## config.mk

```make
export PLATFORM = sky130hd
export DESIGN_NAME = lane_strobe_decoder
export DESIGN_NICKNAME = d
export VERILOG_FILES = /design/src/rtl/lsd_pkg.sv /design/src/rtl/lsd_size_decode.sv /design/src/rtl/lsd_endian_map.sv /design/src/rtl/lsd_strobe_reg.sv /design/src/rtl/lane_strobe_decoder.sv
export SDC_FILE = /design/constraint.sdc
export NUM_CORES = 1
export LEC_CHECK = 0
export CORE_AREA = 4 4 41 43
export CTS_CLUSTER_DIAMETER = 50
export DETAILED_ROUTE_END_ITERATION = 8
export DIE_AREA = 0 0 45 47
export GPL_ROUTABILITY_DRIVEN = 0
export MAX_ROUTING_LAYER = met4
export PLACE_DENSITY = 0.47
export SYNTH_ARGS = -nofsm -noshare
export SYNTH_HDL_FRONTEND = slang
export SYNTH_SLANG_ARGS = --single-unit
```

## constraint.sdc

```tcl
create_clock -name clk -period 0.8 [get_ports clk]
set_clock_uncertainty 0.1 [all_clocks]
set_input_delay 0.16 -clock clk [delete_from_list [all_inputs] [get_ports clk]]
set_output_delay 0.16 -clock clk [all_outputs]
set_load 0.1 [all_outputs]
```

## src/rtl/lsd_pkg.sv

```systemverilog
// Package: shared transfer size encoding for the byte lane strobe decoder.
// Assumes a two-bit size code that carries the same timing as the address.
package lsd_pkg;
    typedef enum logic [1:0] {
        SZ_BYTE = 2'b00,
        SZ_HALF = 2'b01,
        SZ_WORD = 2'b10,
        SZ_RSVD = 2'b11
    } xfer_size_e;
endpackage

```

## src/rtl/lsd_size_decode.sv

```systemverilog
// Module: lsd_size_decode
// Turns size code and low address bits into a little-endian lane mask.
// Halfword ignores address bit 0; word ignores all address bits.
// Assumes LANES is a power of two, at least 2.
module lsd_size_decode #(
    parameter int LANES = 4,
    localparam int AW = $clog2(LANES)
) (
    input  lsd_pkg::xfer_size_e size,
    input  logic [AW-1:0]       addr,
    output logic [LANES-1:0]    le_mask,
    output logic                rsvd
);
    import lsd_pkg::*;

    logic [AW-1:0] pair_sel;

    // Purpose: halfword pair index, with address bit 0 dropped.
    assign pair_sel = addr >> 1;

    // Purpose: flag the reserved size code.
    assign rsvd = (size == SZ_RSVD);

    genvar g;
    generate
        for (g = 0; g < LANES; g++) begin : g_lane
            localparam logic [AW-1:0] LANE_IDX = AW'(g);
            localparam logic [AW-1:0] PAIR_IDX = AW'(g >> 1);
            // Purpose: decide whether lane g takes part in this access.
            always_comb begin
                unique case (size)
                    SZ_BYTE: le_mask[g] = (addr == LANE_IDX);
                    SZ_HALF: le_mask[g] = (pair_sel == PAIR_IDX);
                    SZ_WORD: le_mask[g] = 1'b1;
                    default: le_mask[g] = 1'b0;
                endcase
            end
        end
    endgenerate
endmodule

```

## src/rtl/lsd_endian_map.sv

```systemverilog
// Module: lsd_endian_map
// Mirrors the little-endian lane mask when big-endian mapping is chosen,
// so byte address 0 lands on the most significant bank.
module lsd_endian_map #(
    parameter int LANES = 4
) (
    input  logic             big_endian,
    input  logic [LANES-1:0] le_mask,
    output logic [LANES-1:0] lane_mask
);
    genvar g;
    generate
        for (g = 0; g < LANES; g++) begin : g_map
            // Purpose: pick the straight or mirrored source lane.
            assign lane_mask[g] = big_endian ? le_mask[LANES-1-g] : le_mask[g];
        end
    endgenerate
endmodule

```

## src/rtl/lsd_strobe_reg.sv

```systemverilog
// Module: lsd_strobe_reg
// Registers the lane mask as active-low strobes on the memory clock edge.
// The enable gates all strobes. Synchronous active-low reset.
module lsd_strobe_reg #(
    parameter int LANES = 4
) (
    input  logic             clk,
    input  logic             rst_n,
    input  logic             enable,
    input  logic [LANES-1:0] lane_mask,
    input  logic             rsvd,
    output logic [LANES-1:0] lane_n,
    output logic             err
);
    // Purpose: capture the gated, inverted lane pattern and the error flag.
    always_ff @(posedge clk) begin
        if (!rst_n) begin
            lane_n <= '1;
            err    <= 1'b0;
        end else begin
            lane_n <= enable ? ~lane_mask : '1;
            err    <= enable & rsvd;
        end
    end
endmodule

```

## src/rtl/lane_strobe_decoder.sv

```systemverilog
// Module: lane_strobe_decoder (top)
// Chain: size decode -> endian mapping -> strobe register.
// Assumes size and address are stable around the sampling edge.
module lane_strobe_decoder #(
    parameter int LANES = 4,
    localparam int AW = $clog2(LANES)
) (
    input  logic             clk,
    input  logic             rst_n,
    input  logic [1:0]       size_i,
    input  logic [AW-1:0]    addr_i,
    input  logic             big_endian_i,
    input  logic             strobe_en_i,
    output logic [LANES-1:0] lane_n_o,
    output logic             size_err_o
);
    import lsd_pkg::*;

    logic [LANES-1:0] le_mask;
    logic [LANES-1:0] lane_mask;
    logic             rsvd;

    lsd_size_decode #(.LANES(LANES)) u_dec (
        .size    (xfer_size_e'(size_i)),
        .addr    (addr_i),
        .le_mask (le_mask),
        .rsvd    (rsvd)
    );

    lsd_endian_map #(.LANES(LANES)) u_map (
        .big_endian (big_endian_i),
        .le_mask    (le_mask),
        .lane_mask  (lane_mask)
    );

    lsd_strobe_reg #(.LANES(LANES)) u_reg (
        .clk       (clk),
        .rst_n     (rst_n),
        .enable    (strobe_en_i),
        .lane_mask (lane_mask),
        .rsvd      (rsvd),
        .lane_n    (lane_n_o),
        .err       (size_err_o)
    );
endmodule

```

* Word level (Yosys, flattened, before mapping)
Index checks and enable logic that the tools add are counted.
** Storage, ports and cells
- Register bits :: 5
- Bits of input ports :: 8
- Output and inout bits :: 5
- Logic and storage cells :: 22
** Cells by class
- Equality and inequality tests :: 6
- Mux-type cells :: 8
- Bitwise gates (word level) :: 2
- Reduce and logical (&&, ||, !) cells :: 4
** Operators by type and width (count)
- case mux 1 bit (3 select lines) :: 4
- equality test 2 bit (second input constant) :: 4
- zero test 2 bit :: 3
- equality test 2 x 1 -> 1 bit (second input constant) :: 2
- two-way mux 1 bit :: 4
- NOT 4 bit :: 1
- AND reduction 2 bit :: 1
- AND 1 bit :: 1

* Depth between registers and ports, before layout
Gate-level depths: netlist of run 1.
- Word-level depth :: 4
- Depth in mapped cells :: 3
- Gate-level depth less buffers :: 3

* By module
From an unflattened synthesis of run 1, not the netlist that was laid out.
** Unflattened totals
- Cell total of the unflattened synthesis :: 23
- Area total of the unflattened synthesis :: 249.0 sq um
** By module, submodules not included
- lsd_strobe_reg :: times used 1, cells an instance 10, area an instance 126.4 sq um
- lsd_size_decode :: times used 1, cells an instance 9, area an instance 77.6 sq um
- lsd_endian_map :: times used 1, cells an instance 4, area an instance 45.0 sq um

* Worst setup path after synthesis of run 1
Ideal clock, no wire load.
- Path kind :: register -> output
- From :: reg u_reg.lane_n[0]
- To :: out lane_n_o[0]
- Data arrival time :: 0.909 ns
- Required time :: 0.540 ns
- Path slack :: -0.369 ns
- Stages on the path, launching flop included :: 1
- Path through :: dfxtp_1
** RTL lines
- start: declaration :: RTL line lsd_strobe_reg.sv:12 : output logic [LANES-1:0] lane_n,
- start signal: assignment :: RTL line lsd_strobe_reg.sv:21 : lane_n <= enable ? ~lane_mask : '1;
- end: declaration :: RTL line lane_strobe_decoder.sv:14 : output logic [LANES-1:0] lane_n_o,
No word-level cell between the ends.

* Worst setup path after layout of run 1
- From :: reg u_reg.lane_n[1]
- To :: out lane_n_o[1]
No word-level cell between the ends.

==> results of run 1 <==
==> final cells by class <==
class,count,area [um2]
clock buffer,4,26.28
fill,142,810.8
multi-input combinational,19,148.9
sequential,5,118.9
tap,15,18.77
timing repair buffer,14,177.7
==> registers in the layout (all words and copies together), names as in the netlist <==
name,flops
u_reg.err,1
u_reg.lane_n,4
==> layout by cell type (no fill, tap or decap) <==
master / Yosys / layout
buf_12: 0 / 5
dfxtp_4: 0 / 5
nand2_1: 3 / 3
nor2_1: 3 / 3
clkbuf_4: 0 / 3
dlygate4sd2_1: 0 / 3
nand2b_4: 0 / 2
o22ai_2: 0 / 2
o21ai_1: 2 / 2
nor3_1: 2 / 2
clkdlybuf4s15_2: 0 / 2
nor2b_4: 1 / 1
nor2_4: 0 / 1
a21oi_2: 0 / 1
o31ai_2: 0 / 1
o31ai_1: 2 / 1
clkbuf_1: 0 / 1
clkbuf_2: 0 / 1
buf_2: 0 / 1
buf_4: 0 / 1
buf_6: 0 / 1
==> routing by layer <==
metal / global-route usage [%] / vias up
met5: - / -
met4: 8.187 / 0
met3: 3.448 / 0
met2: 9.322 / 13
met1: 4.577 / 97
li1: - / 124
==> cells by family (layout without fill, tap and decap cells) <==
kind of cell,after synthesis,in the layout
AO/OA/AOI/OAI,7,7
flip-flops,5,5
AND/OR/NAND/NOR,12,12
buffers and inverters,0,18
==> worst paths after layout <==
path | startpoint | to | slack (ps) | depth (start not counted)
hold / removal | size_i[0] | u_reg.err$_SDFF_PN0_ | 130 | 3
setup / recovery | u_reg.lane_n[1]$_SDFF_PN1_ | lane_n_o[1] | -200 | 1
==> power by group <==
group	internal [mW]	leakage (nW)	switching, mW
logic	0.100	0.150	0.141
registers	0.254	0.0419	0.00866
clock network	0.188	0.0150	0.0912
total	0.542	0.207	0.241
==> per-stage QoR <==
step                      hold slack (ps)  power, mW
after floorplan                     149.2     0.3820
after global placement              541.1     0.4911
after detailed placement            541.4     0.4943
after CTS                           214.4     0.7956
after global routing                133.5     0.8262
final                               126.3     0.7823
==> timing repair <==
item                                    4_1_cts  5_1_grt
buffers inserted                              0        0
pin swaps                                     3        1
endpoints found under the setup margin       10        9
gates resized for setup                      20        5
endpoints found under the hold margin         0        0
==> out/results.tsv, run 1 <==
metric	value	unit
status	complete, but fails checks	
failing checks	negative setup slack	
Met1 Routed Length	217	um
row count	13	
Die Ht	47	um
Mapped Cells	24	
total placed cells including tap cells	53	
Final Util	37.69	%
main flop type after synthesis	dfxtp_1	
TritonRoute pass-1 iters	3	
endpoint type of the worst setup path	output pin	
die footprint	2115	um2
CP cell instances	buf_12	
Worst setup SP type	register	
Achievable Freq	1000	MHz
Post-Synth Simple-Gate Area	31.33	%
Yosys warnings	0	
slowest CP cell	dfxtp_4	
Compound-Gate Fraction of Synth Area	20.48	%
critical path's largest stage delay	340	ps
Final Max Tran Viols	0	
Routed Wire Length	527	um
most common cell in the netlist	dfxtp_1	
antenna violations before repair	0	
Tmin final	999.8	ps
Commonest cells post-synth	dfxtp_1 (5), nand2_1 (3), nor2_1 (3)	
first-pass GRT wire length	834	um
top post-synthesis cells by area	dfxtp_1 (48%), o31ai_1 (7.2%), nor2b_4 (6.6%)	
share of the synthesized area in the top cell type	48.19	%
DR top layer	met3	
LEAKAGE	0.2069	nW
DRT antenna net count	0	
DRC	0	
critical path class	register to output pin	
Post-Synth Adder-Cell Area	0	%
Mean Syn Cell Area	8.654	um2
WP data required	540	ps
Worst Hold Class	input pin to register	
First DRT Iteration DRCs	2	
maxcap violations	0	
area leader, netlist	dfxtp_1	
setup_tns	-995.0	ps
starting density of the core	15.96	%
clock slew at reported path FFs	40	ps
Worst VDD drop	0.4637	mV
count of cell types in the netlist	11	
largest family of logic cells by synthesized area	simple AND/OR/NAND/NOR gates	
final-report setup violation count	5	
CTS tree	built	
mux share of post-synthesis cell area	0	%
CTS H-tree lvls	1	
Worst Path Buf+Inv	1	
Fin. Hold Viols	0	
P per Cell Area	1595	nW/um2
sequential fraction of the synthesis area	48.19	%
met2 wire length	247	um
Tcrit/Tclk final	125.0	%
PnR worst setup slack	-199.8	ps
dpl hpwl	426.8	um
synthesis-stage register bit count	5	
CTS sink count	5	
largest net degree at the start of global routing	6	
# hold bufs at CTS	0	
Syn-to-layout area delta	136.1	%
worst path arrival time	740	ps
die width	45	um
Slew headroom	85.57	%
XOR/XNOR Fraction of Synth Area	0	%
non-filler cells, final	57	
Syn Nets	32	
share of post-route cells with drive strength above 1	64.29	%
DR vias/cell	4.105	
routed wl met3	62	um
Post-synth EDFFs	0	
clk root buf	clkbuf_4	
GRT Residual Overflow	0	
CP top delay family	flip-flops	
actual slew at the worst max-slew pin	214.7	ps
core area	1301	um2
mapped cell area	207.7	um2
ANT cells	0	
GRT Util Overall	6.214	%
IO Count	13	
Post-layout nets	51	
vias in the first global route	243	
number of clock buffers inserted by TritonCTS	3	
dpl ws	-549.9	ps
post-route cell area	490.5	um2
Area after DPL	430.4	um2
DR vias	234	
RSZ-0062 raised after global routing	true	
post-DR wirelength/cell	9.246	um
crit path max fanout	1	
CTS max path bufs	2	
IO buf count	12	
fraction of registers with async set/reset	0	%
Power figures use the tool's default switching activity.
==> run 2, diff against run 1 <==
--- a/config.mk
+++ b/config.mk
@@ -5,13 +5,13 @@
 export SDC_FILE = /design/constraint.sdc
 export NUM_CORES = 1
 export LEC_CHECK = 0
-export CORE_AREA = 4 4 41 43
-export CTS_CLUSTER_DIAMETER = 50
+export CORE_AREA = 2 2 39 41
+export CTS_CLUSTER_DIAMETER = 40
 export DETAILED_ROUTE_END_ITERATION = 8
-export DIE_AREA = 0 0 45 47
+export DIE_AREA = 0 0 41 43
 export GPL_ROUTABILITY_DRIVEN = 0
 export MAX_ROUTING_LAYER = met4
-export PLACE_DENSITY = 0.47
+export PLACE_DENSITY = 0.49
 export SYNTH_ARGS = -nofsm -noshare
 export SYNTH_HDL_FRONTEND = slang
 export SYNTH_SLANG_ARGS = --single-unit
==> run 2 against run 1 <==
The flow still finishes with violations (negative setup slack). Count of clock-buffer cells in the layout unchanged. Fmax down 0.11%. Utilization down 2.1 points. Sequential share of layout area down 0.12 points. Routed wire length down 19%. Clock power about the same. Worst hold slack worse by 6.4 ps. First-iteration DRC count unchanged. Critical path depth unchanged. Largest cell class unchanged.
==> out/results.tsv, run 2 (synthesis gave the netlist of run 1 again) <==
metric	value	unit
failing checks	negative setup slack	
critical path class	register to output pin	
status	complete, but fails checks	
post-DR wirelength/cell	7.397	um
critical path's largest stage delay	340	ps
sequential cell fraction of total power	33.7	%
GRT Util Overall	7.194	%
CTS max path bufs	2	
CP cell instances	buf_12	
DRT antenna net count	0	
Comb power frac	30.5	%
IO buf count	12	
Fin. Hold Viols	0	
final-report setup violation count	5	
First DRT Iteration DRCs	2	
most frequent cells in the layout	buf_12 (5), dfxtp_4 (5)	
CP top delay family	flip-flops	
GRT Residual Overflow	0	
Tcrit/Tclk final	125.1	%
CTS tree	built	
max reg flops	4	
Routed Wire Length	429	um
Sw Ratio	30.55	%
endpoint type of the worst setup path	output pin	
Post-layout nets	51	
Final Max Tran Viols	0	
DR vias/cell	3.966	
biggest regs	u_reg.lane_n (4), u_reg.err (1)	
worst path arrival time	740	ps
net load switching power	0.2377	mW
share of post-route cells with drive strength above 1	64.29	%
largest net degree at the start of global routing	6	
Tmin final	1001	ps
post-route cell area	493.0	um2
clock power share	35.7	%
DRC	0	
Achievable Freq	999.1	MHz
first-pass GRT wire length	786	um
hold slack	119.9	ps
PnR worst setup slack	-200.9	ps
TritonRoute pass-1 iters	2	
die footprint	1763	um2
WP data required	540	ps
core area	1384	um2
internal power	0.5402	mW
crit path max fanout	1	
Area after DPL	431.7	um2
Die Ht	43	um
slowest CP cell	dfxtp_4	
CTS H-tree lvls	1	
Most flops, register	u_reg.lane_n	
dpl ws	-533.4	ps
IO Count	13	
P per Cell Area	1578	nW/um2
number of clock buffers inserted by TritonCTS	3	
DR vias	230	
Slew headroom	87.92	%
LEAKAGE	0.2031	nW
ANT cells	0	
setup_tns	-994.6	ps
row count	14	
Worst Path Buf+Inv	1	
Syn-to-layout area delta	137.3	%
Worst setup SP type	register	
die width	41	um
Worst Hold Class	input pin to register	
CTS sink count	5	
vias in the first global route	218	
starting density of the core	15.01	%
actual slew at the worst max-slew pin	179.6	ps
dpl hpwl	337.2	um
clk root buf	clkbuf_4	
antenna violations before repair	0	
RSZ-0062 raised after global routing	true	
clock slew at reported path FFs	40	ps
Worst VDD drop	0.4213	mV
Final Util	35.62	%
maxcap violations	0	
run 2: cell counts in the layout (fill, tap and decap cells not counted):
Identical to the previous run, type by type.
run 2: worst paths after layout:
path | startpoint | to | slack (ps) | depth (start not counted)
setup / recovery | u_reg.err$_SDFF_PN0_ | size_err_o | -200 | 1
hold / removal | size_i[0] | u_reg.err$_SDFF_PN0_ | 120 | 3
run 2: final cells by class:
class                   instances  area [um2]
multi-input cells              19       151.4
fillers                       145       890.9
well taps                      16       20.02
flip-flops and latches          5       118.9
repair buffers                 14       176.4
clock buffers                   4       26.28
run 2: stage by stage:
step,power [mW],cells
final,0.7778,58
after global routing,0.8396,58
after CTS,0.7829,58
after detailed placement,0.4923,54
after global placement,0.4918,54
after floorplan,0.3820,24
run 2: routing by layer:
| layer | vias to the layer above | track usage, % | part of all wire, % |
|---|---|---|---|
| met5 | - | - | 0 |
| met4 | 0 | 10.00 | 0 |
| met3 | 0 | 1.571 | 5.8 |
| met2 | 8 | 8.438 | 54 |
| met1 | 102 | 8.013 | 40 |
| li1 | 120 | - | - |
run 2: timing repair:
| action | 4_1_cts | 5_1_grt |
|---|---|---|
| pin swaps | 4 | 4 |
| setup buffers | 0 | 0 |
| endpoints found under the setup margin | 10 | 9 |
| gates resized for setup | 16 | 9 |
| hold buffers | 0 | 0 |
run 2: power groups by stage:
stage	logic, mW	clock network, mW	registers (mW)
after floorplan	0.0364	0	0.346
after global placement	0.225	0	0.267
after detailed placement	0.225	0	0.267
after CTS	0.228	0.292	0.263
after global routing	0.254	0.324	0.262
final	0.238	0.278	0.262
==> run 3, diff against run 2 <==
--- a/config.mk
+++ b/config.mk
@@ -7,11 +7,11 @@
 export LEC_CHECK = 0
 export CORE_AREA = 2 2 39 41
 export CTS_CLUSTER_DIAMETER = 40
+export CTS_CLUSTER_SIZE = 12
 export DETAILED_ROUTE_END_ITERATION = 8
 export DIE_AREA = 0 0 41 43
 export GPL_ROUTABILITY_DRIVEN = 0
 export MAX_ROUTING_LAYER = met4
-export PLACE_DENSITY = 0.49
 export SYNTH_ARGS = -nofsm -noshare
 export SYNTH_HDL_FRONTEND = slang
 export SYNTH_SLANG_ARGS = --single-unit
==> run 3 against run 2 <==
The flow still finishes with violations (negative setup slack). Sequential power is essentially flat. Non-clock buffer count shrank 1. Utilization shrank 3.6 points. Count of clock-buffer cells in the layout is the same.
==> out/results.tsv, run 3 (synthesis gave the netlist of run 1 again) <==
metric	value	unit
status	complete, but fails checks	
failing checks	negative setup slack	
Worst Hold Class	input pin to register	
CTS tree	built	
biggest regs	u_reg.lane_n (4), u_reg.err (1)	
DR vias	216	
row count	14	
die footprint	1763	um2
Tcrit/Tclk final	125.0	%
GRT Residual Overflow	0	
PnR worst setup slack	-199.9	ps
DRT antenna net count	0	
antenna violations before repair	0	
Achievable Freq	1000	MHz
first-pass GRT wire length	759	um
DR vias/cell	3.789	
CTS sink count	5	
critical path's largest stage delay	340	ps
slowest CP cell	dfxtp_4	
WP data required	540	ps
CTS H-tree lvls	1	
Worst Path Buf+Inv	1	
max reg flops	4	
Worst VDD drop	0.4445	mV
core area	1384	um2
postcts setup bufs	0	
LEAKAGE	0.1851	nW
starting density of the core	15.01	%
CP cell instances	buf_12	
CTS max path bufs	2	
total placed cells including tap cells	53	
critical path class	register to output pin	
Syn-to-layout area delta	113.3	%
crit path max fanout	1	
Slew headroom	87.33	%
maxcap violations	0	
IO Count	13	
Tmin final	999.9	ps
dpl hpwl	347.3	um
RSZ-0062 raised after global routing	true	
CP top delay family	flip-flops	
P per Cell Area	1709	nW/um2
DRC	0	
clk root buf	clkbuf_4	
endpoint type of the worst setup path	output pin	
Die Ht	43	um
Worst setup SP type	register	
largest net degree at the start of global routing	6	
vias in the first global route	214	
die width	41	um
IO buf count	12	
clock slew at reported path FFs	40	ps
worst path arrival time	740	ps
Fin. Hold Viols	0	
actual slew at the worst max-slew pin	188.4	ps
post-DR wirelength/cell	8.070	um
ANT cells	0	
Final Max Tran Viols	0	
Post-layout nets	50	
First DRT Iteration DRCs	0	
most frequent cells in the layout	buf_12 (5), dfxtp_4 (5)	
non-filler cells, final	57	
Most flops, register	u_reg.lane_n	
TritonRoute pass-1 iters	1	
number of clock buffers inserted by TritonCTS	3	
Routed Wire Length	460	um
GRT Util Overall	6.783	%
share of post-route cells with drive strength above 1	56.10	%
final-report setup violation count	5	
Tot Pwr	0.7569	mW
[run 3: power breakdown]
| group | total, mW | switching (mW) | internal [mW] |
|---|---|---|---|
| registers | 0.262 | 0.00864 | 0.254 |
| logic | 0.216 | 0.132 | 0.0833 |
| clock network | 0.279 | 0.0911 | 0.188 |
| total | 0.757 | 0.232 | 0.525 |
[run 3: final timing paths]
kind                              from                   end  slack [ps]  cells after the start
hold / removal               size_i[0]  u_reg.err$_SDFF_PN0_         140                      3
setup / recovery  u_reg.err$_SDFF_PN0_            size_err_o        -200                      1
[run 3: tightest hold or removal path, cell delays in order]
cell,delay (ps)
buf_2,150
nand2_1,80
nor2_1,40
[run 3: repair_timing]
item / 4_1_cts / 5_1_grt
resized for setup: 11 / 10
hold buffers: 0 / 0
pin swaps: 4 / 2
endpoints found under the hold margin: 0 / 0
endpoints found under the setup margin: 10 / 9
[run 3: through the flow]
| step | TNS, ps | utilization [%] | worst slack [ps] | hold WS [ps] | area [um2] |
|---|---|---|---|---|---|
| global route | -1091 | 32.01 | -221.4 | 152.7 | 442.9 |
| floorplan | 0 | - | 36.18 | 149.2 | 226.5 |
| detailed placement | -2512 | 30.65 | -562.3 | 541.1 | 424.2 |
| finish | -991.8 | 32.01 | -199.9 | 136.1 | 442.9 |
| CTS | -1061 | 32.46 | -214.0 | 186.9 | 449.2 |
| global placement | -2306 | 30.65 | -540.6 | 540.9 | 424.2 |
[run 3: layout make-up]
cell class	instances	area, um2
clock buffers	4	26.28
fillers	145	940.9
multi-input cells	19	123.9
flip-flops and latches	5	118.9
well taps	16	20.02
repair buffers	13	153.9
[run 3: routing by layer]
metal / GRT usage, % / vias up / part of all wire [%]
li1: - / 119 / -
met1: 7.692 / 89 / 40
met2: 8.438 / 8 / 54
met3: 0 / 0 / 6.1
met4: 10.00 / 0 / 0
met5: - / - / 0
